<file path="src/rtl/bnpc_pkg.sv">
package bnpc_pkg;
  typedef enum logic [3:0] {
    CT_NONE     = 4'd0,
    CT_JABS     = 4'd1,
    CT_CABS     = 4'd2,
    CT_BRREL    = 4'd3,
    CT_BRCOND   = 4'd4,
    CT_XRET     = 4'd5,
    CT_DRET     = 4'd6,
    CT_RET      = 4'd7,
    CT_JIND     = 4'd8,
    CT_CIND     = 4'd9,
    CT_NEXTPC   = 4'd10
  } ctl_class_e;

  typedef enum logic [2:0] {
    CC_EQ  = 3'd0,
    CC_NE  = 3'd1,
    CC_GE  = 3'd2,
    CC_LT  = 3'd3,
    CC_GEU = 3'd4,
    CC_LTU = 3'd5
  } cond_e;
endpackage

</file>
<file path="src/rtl/bnpc_opsel.sv">
// Zero-register gating of one source operand.
module bnpc_opsel #(
  parameter int XLEN = 32,
  parameter int AW   = 5
) (
  input  logic [AW-1:0]   idx,
  input  logic [XLEN-1:0] raw,
  output logic [XLEN-1:0] val
);
  always_comb begin
    if (idx == '0) val = '0;
    else           val = raw;
  end
endmodule

</file>
<file path="src/rtl/bnpc_cond.sv">
// Branch condition evaluation.
module bnpc_cond #(
  parameter int XLEN = 32
) (
  input  logic [2:0]      cond,
  input  logic [XLEN-1:0] a,
  input  logic [XLEN-1:0] b,
  output logic            take
);
  import bnpc_pkg::*;
  logic eq, slt, ult;

  always_comb begin
    eq  = (a == b);
    slt = ($signed(a) < $signed(b));
    ult = (a < b);
    case (cond)
      CC_EQ:   take = eq;
      CC_NE:   take = !eq;
      CC_GE:   take = !slt;
      CC_LT:   take = slt;
      CC_GEU:  take = !ult;
      CC_LTU:  take = ult;
      default: take = 1'b0;
    endcase
  end
endmodule

</file>
<file path="src/rtl/bnpc_target.sv">
// Next-PC selection across all control-transfer classes.
module bnpc_target #(
  parameter int XLEN   = 32,
  parameter int IMM_W  = 16,
  parameter int JIMM_W = 26
) (
  input  logic [3:0]        cls,
  input  logic [XLEN-1:0]   pc,
  input  logic [IMM_W-1:0]  imm16,
  input  logic [JIMM_W-1:0] imm26,
  input  logic [XLEN-1:0]   a_val,
  input  logic [XLEN-1:0]   ea,
  input  logic [XLEN-1:0]   ba,
  input  logic [XLEN-1:0]   ra,
  input  logic              take,
  output logic [XLEN-1:0]   pc_inc,
  output logic [XLEN-1:0]   npc
);
  import bnpc_pkg::*;
  localparam int REGION_W = XLEN - JIMM_W - 2;

  logic [XLEN-1:0] sext, rel_tgt, abs_tgt;

  always_comb begin
    pc_inc  = pc + XLEN'(4);
    sext    = {{(XLEN-IMM_W){imm16[IMM_W-1]}}, imm16};
    rel_tgt = pc_inc + {sext[XLEN-1:2], 2'b00};
    abs_tgt = {pc[XLEN-1 -: REGION_W], imm26, 2'b00};
    case (cls)
      CT_JABS, CT_CABS: npc = abs_tgt;
      CT_BRREL:         npc = rel_tgt;
      CT_BRCOND:        npc = take ? rel_tgt : pc_inc;
      CT_XRET:          npc = ea;
      CT_DRET:          npc = ba;
      CT_RET:           npc = ra;
      CT_JIND, CT_CIND: npc = a_val;
      default:          npc = pc_inc;
    endcase
  end
endmodule

</file>
<file path="src/rtl/bnpc_link.sv">
// Link-register write decision.
module bnpc_link #(
  parameter int XLEN   = 32,
  parameter int AW     = 5,
  parameter int RA_IDX = 31
) (
  input  logic [3:0]      cls,
  input  logic [AW-1:0]   regc,
  input  logic [XLEN-1:0] pc_inc,
  output logic            we,
  output logic [AW-1:0]   idx,
  output logic [XLEN-1:0] val,
  output logic            srest
);
  import bnpc_pkg::*;
  always_comb begin
    we    = 1'b0;
    idx   = '0;
    srest = (cls == CT_XRET);
    case (cls)
      CT_CABS, CT_CIND: begin
        we  = 1'b1;
        idx = AW'(RA_IDX);
      end
      CT_NEXTPC: begin
        we  = (regc != '0);
        idx = regc;
      end
      default: ;
    endcase
    val = we ? pc_inc : '0;
  end
endmodule

</file>
<file path="src/rtl/bnpc_top.sv">
module bnpc_top #(
  parameter int          XLEN     = 32,
  parameter int          AW       = 5,
  parameter int          IMM_W    = 16,
  parameter int          JIMM_W   = 26,
  parameter int          RA_IDX   = 31,
  parameter logic [31:0] RESET_PC = 32'h0
) (
  input  logic              clk,
  input  logic              rst,
  input  logic [XLEN-1:0]   cur_pc,
  input  logic [3:0]        ctl_class,
  input  logic [2:0]        br_cond,
  input  logic [IMM_W-1:0]  imm16,
  input  logic [JIMM_W-1:0] imm26,
  input  logic [AW-1:0]     rega_idx,
  input  logic [AW-1:0]     regb_idx,
  input  logic [AW-1:0]     regc_idx,
  input  logic [XLEN-1:0]   rega_val,
  input  logic [XLEN-1:0]   regb_val,
  input  logic [XLEN-1:0]   ea_val,
  input  logic [XLEN-1:0]   ba_val,
  input  logic [XLEN-1:0]   ra_val,
  output logic [XLEN-1:0]   next_pc,
  output logic              link_we,
  output logic [AW-1:0]     link_idx,
  output logic [XLEN-1:0]   link_val,
  output logic              status_restore
);
  import bnpc_pkg::*;
  localparam int NOPS = 2;

  logic [AW-1:0]   op_idx [NOPS];
  logic [XLEN-1:0] op_raw [NOPS];
  logic [XLEN-1:0] op_val [NOPS];

  assign op_idx[0] = rega_idx;
  assign op_idx[1] = regb_idx;
  assign op_raw[0] = rega_val;
  assign op_raw[1] = regb_val;

  for (genvar g = 0; g < NOPS; g++) begin : g_op
    bnpc_opsel #(.XLEN(XLEN), .AW(AW)) u_sel (
      .idx(op_idx[g]), .raw(op_raw[g]), .val(op_val[g])
    );
  end

  logic            take;
  logic [XLEN-1:0] pc_inc, npc_d, lval_d;
  logic            lwe_d, srest_d;
  logic [AW-1:0]   lidx_d;

  bnpc_cond #(.XLEN(XLEN)) u_cond (
    .cond(br_cond), .a(op_val[0]), .b(op_val[1]), .take(take)
  );

  bnpc_target #(.XLEN(XLEN), .IMM_W(IMM_W), .JIMM_W(JIMM_W)) u_tgt (
    .cls(ctl_class), .pc(cur_pc), .imm16(imm16), .imm26(imm26),
    .a_val(op_val[0]), .ea(ea_val), .ba(ba_val), .ra(ra_val),
    .take(take), .pc_inc(pc_inc), .npc(npc_d)
  );

  bnpc_link #(.XLEN(XLEN), .AW(AW), .RA_IDX(RA_IDX)) u_link (
    .cls(ctl_class), .regc(regc_idx), .pc_inc(pc_inc),
    .we(lwe_d), .idx(lidx_d), .val(lval_d), .srest(srest_d)
  );

  always_ff @(posedge clk) begin
    if (rst) begin
      next_pc        <= XLEN'(RESET_PC);
      link_we        <= 1'b0;
      link_idx       <= '0;
      link_val       <= '0;
      status_restore <= 1'b0;
    end else begin
      next_pc        <= npc_d;
      link_we        <= lwe_d;
      link_idx       <= lidx_d;
      link_val       <= lval_d;
      status_restore <= srest_d;
    end
  end


  a_r1_reset_state: assert property (@(posedge clk)
    rst |=> (next_pc == XLEN'(RESET_PC) && !link_we && !status_restore));


  a_r3_call_links: assert property (@(posedge clk) disable iff (rst)
    (ctl_class == CT_CABS) |=>
      (link_we && link_idx == AW'(RA_IDX) && link_val == $past(cur_pc) + XLEN'(4)));


  a_r6_xret_restore: assert property (@(posedge clk) disable iff (rst)
    (ctl_class == CT_XRET) |=> (status_restore && next_pc == $past(ea_val)));


  a_r8_nextpc_r0: assert property (@(posedge clk) disable iff (rst)
    (ctl_class == CT_NEXTPC && regc_idx == '0) |=> !link_we);


  a_r9_plain_step: assert property (@(posedge clk) disable iff (rst)
    (ctl_class == CT_NONE) |=>
      (next_pc == $past(cur_pc) + XLEN'(4) && !link_we && !status_restore));


  a_r10_jind_zero: assert property (@(posedge clk) disable iff (rst)
    (ctl_class == CT_JIND && rega_idx == '0) |=> (next_pc == '0));
endmodule

</file>
<file path="config.mk">
export PLATFORM = sky130hd
export DESIGN_NAME = bnpc_top
export DESIGN_NICKNAME = d
export VERILOG_FILES = /design/src/rtl/bnpc_pkg.sv /design/src/rtl/bnpc_opsel.sv /design/src/rtl/bnpc_cond.sv /design/src/rtl/bnpc_target.sv /design/src/rtl/bnpc_link.sv /design/src/rtl/bnpc_top.sv
export SDC_FILE = /design/constraint.sdc
export NUM_CORES = 1
export LEC_CHECK = 0
export ABC_AREA = 1
export BUFFER_PORTS_ARGS = -buffer_cell sky130_fd_sc_hd__buf_2
export CAP_MARGIN = 20
export CELL_PAD_IN_SITES_DETAIL_PLACEMENT = 1
export CELL_PAD_IN_SITES_GLOBAL_PLACEMENT = 2
export CORE_ASPECT_RATIO = 1.4
export CORE_UTILIZATION = 22
export CTS_CLUSTER_DIAMETER = 40
export DETAILED_ROUTE_END_ITERATION = 8
export GPL_TIMING_DRIVEN = 0
export PLACE_DENSITY = 0.87
export REMOVE_ABC_BUFFERS = 1
export SLEW_MARGIN = 20
export SYNTH_ARGS = -nofsm -noshare
export SYNTH_HDL_FRONTEND = slang
export SYNTH_HIERARCHICAL = 1
export SYNTH_SLANG_ARGS = --single-unit
</file>
<file path="constraint.sdc">
create_clock -name clk -period 2.3 [get_ports clk]
set_input_delay 0 -clock clk [delete_from_list [all_inputs] [get_ports clk]]
set_output_delay 0 -clock clk [all_outputs]
set_load 0.01 [all_outputs]
</file>
==> flow_metrics.tcl <==
set metrics [dict create \
    status "finished with violations" \
    failed_checks "negative setup slack" \
    final_nets 2166 \
    syn_inst 1484 \
    cts_root_buf "clkbuf_16" \
    dp_slack_ns -1.91 \
    yosys_warnings 6 \
    timing.hold.ws_ns 0.0114 \
    clockBufferDepth 2 \
    antenna_found_initial 20 \
    power.total_mw 4.99 \
    viasPerCell 4.56 \
    htree_num_levels 3 \
    max_slew_margin_pct 35.9 \
    ios 329 \
    synth-edff-count 0 \
    path_max_fanout 8 \
    dr.pass1.iters 6 \
    worst_slew_pin_slew_ns 0.960 \
    start_util_pct 22.5 \
    core_area_um2 38800 \
    hold_path_class "in -> reg" \
    setup_viol_count_final 30 \
    cp-end-kind "flop" \
    crit_slowest_cell "o211ai_1" \
    areaGrowthSynthToFinish_pct 48.5 \
    rsz0062_at_grt "yes" \
    wl_per_cell_um 18.5 \
    antenna_left 0 \
    grtUsageTotal_pct 21.6 \
    max_freq_mhz 362 \
    seq_area_frac_synth_pct 16.3 \
    cts_inserted_buffers 9 \
    period_share_pct 120 \
    initialDrtViolationCount 352 \
    die_area_um2 40500 \
    synth_seq_cells 71 \
    path_cells "buf_6, nor2_4, buf_6, nand3_4, clkbuf_16, nand2_4, inv_2, ha_4, a21oi_2, nor2_1, nor2_1, nand3_2, a21oi_4, nand2_4, nand2_2, nand2_2, nor2_4, nand3_4, nor2_4, nor2_4, buf_8, o211ai_1, inv_1, nor2_1" \
    slew_violations 0 \
    leakage_nw 6.88 \
    hold_viol 0 \
    portBuffers 326 \
    syn-mean-instance-area_um2 5.88 \
    hpwl_um 35000 \
    fp.dieW_um 170 \
    drive_gt1_share_pct 36.3 \
    synthFlopType "dfxtp_1" \
    n_fill_cell 5076 \
    cap_violations 0 \
    setup_ws_ns -0.464 \
    drc 0 \
    grt_overflow 0 \
    cts_tree "done" \
    rows 85 \
    peakVddDrop_uv 392 \
    die_h_um 238 \
    timing.critical_path.mode_cell "nor2_4" \
    p_per_area_nw_per_um2 385 \
    synth.distinct_cells 51 \
    crit_arrival_ns 3.05 \
    cts.clk_slew.worst_paths_ns 0.06 \
    final_core_util_pct 33.4 \
    synthArstFlopShare_pct 0 \
    grt_pass1_wl_um 64900 \
    cp.required_ns 2.59 \
    vias 10800 \
    startpoint_type "input port" \
    period_needed_ns 2.76 \
    worstSetupPathType "in -> reg" \
    clock-sinks 71 \
    place.gp.congestion 0.923 \
    critPathMaxStageDelay_ns 0.32 \
    drt-total-wl_um 44100 \
    grt_pass1_vias 11500 \
    netlist_area_um2 8720 \
    grt_max_degree 72 \
]
-- cells in the mapped netlist (all sizes together) (9+ instances only) --
| library cell | count | share of area (%) |
|---|---|---|
| nand2 | 406 | 18 |
| inv | 355 | 15 |
| nor2 | 184 | 8.6 |
| a21oi | 89 | 6.5 |
| nand3 | 88 | 5.5 |
| dfxtp | 71 | 16 |
| ha | 67 | 9.6 |
| buf | 38 | 3.9 |
| o21ai | 29 | 1.7 |
| nand4 | 20 | 1.4 |
| nor3 | 20 | 1.4 |
| a221oi | 17 | 1.9 |
| a22o | 17 | 1.7 |
| xor2 | 14 | 1.4 |
| a22oi | 12 | 1.1 |
| o211ai | 9 | 0.77 |
-- state kept, by name, indices dropped and copies added, names as in the netlist --
register	count
status_restore	1
link_val	32
next_pc	32
link_idx	5
link_we	1
-- routing by layer --
layer,vias up,wire length (µm),global-route usage [%]
li1,5337,-,-
met1,5099,15900,21.6
met2,286,23700,41.0
met3,105,2180,4.68
met4,12,2140,11.8
met5,-,70,0
-- report_power, final --
group | leakage, nW | switching (mW) | internal [mW] | total (mW)
combinational | 6.15 | 1.35 | 0.860 | 2.21
sequential | 0.582 | 0.0197 | 1.30 | 1.32
clock | 0.145 | 0.568 | 0.890 | 1.46
-- path summary, 6_finish.rpt --
check                 slack, ns         from  depth (start not counted)          end
worst max-delay path      -0.46  rega_idx[0]                         24  next_pc[20]
worst min-delay path       0.01   ra_val[30]                          5  next_pc[30]
-- placed cells by master (no fill, tap or decap), types with 22 or more instances in the layout --
cell	synthesis	layout
nor2_1	171	145
ha_4	0	24
dfxtp_1	71	71
buf_2	10	321
dlygate4sd3_1	0	22
a21oi_2	32	47
nand3_2	7	26
inv_2	14	33
a21oi_1	57	39
ha_1	67	39
nand2_2	22	42
nor2_4	6	23
nand3_1	81	51
inv_1	341	315
nand2_1	382	350
-- layout make-up --
cell class	instances	area, µm²	area share, %
tap	522	653	5.04
sequential	71	1420	11.0
antenna	13	32.5	0.251
timing repair buffer	380	2310	17.8
timing repair inverter	1	16.3	0.126
multi-input combinational	1022	6850	52.9
inverter	355	1370	10.6
clock inverter	3	42.5	0.328
clock buffer	12	256	1.98
-- what timing repair did --
item | CTS | global route
pin swaps | 17 | 54
setup endpoints to repair | 30 | 30
setup buffers | 19 | 10
hold endpoints to repair | 17 | 0
cloned | 5 | 1
hold buffers | 22 | 0
gates resized for setup | 100 | 192
-- worst max-delay path: cells and delay by family --
family | cells | cell delay [ns]
compound gates | 3 | 0.60
fa+ha+maj | 1 | 0.24
buf+inv | 6 | 0.75
simple gates | 14 | 1.43
-- logic make-up after synthesis --
family | synth area share, %
simple gates | 36.3
fa+ha+maj | 9.84
xor+xnor | 2.09
flops | 16.3
buf+inv | 19.2
compound gates | 16.2
-- through the flow --
step / setup TNS [ns] / cell area (µm²) / cells
2_1_floorplan: -9.69 / 8380 / 1445
3_3_place_gp: -62.30 / 10700 / 2293
3_5_place_dp: -51.50 / 10700 / 2294
4_1_cts: -9.83 / 12000 / 2355
5_1_grt: -16.24 / 12900 / 2378
6_report: -11.28 / 13000 / 2379
(Power assumes the default switching activity.)
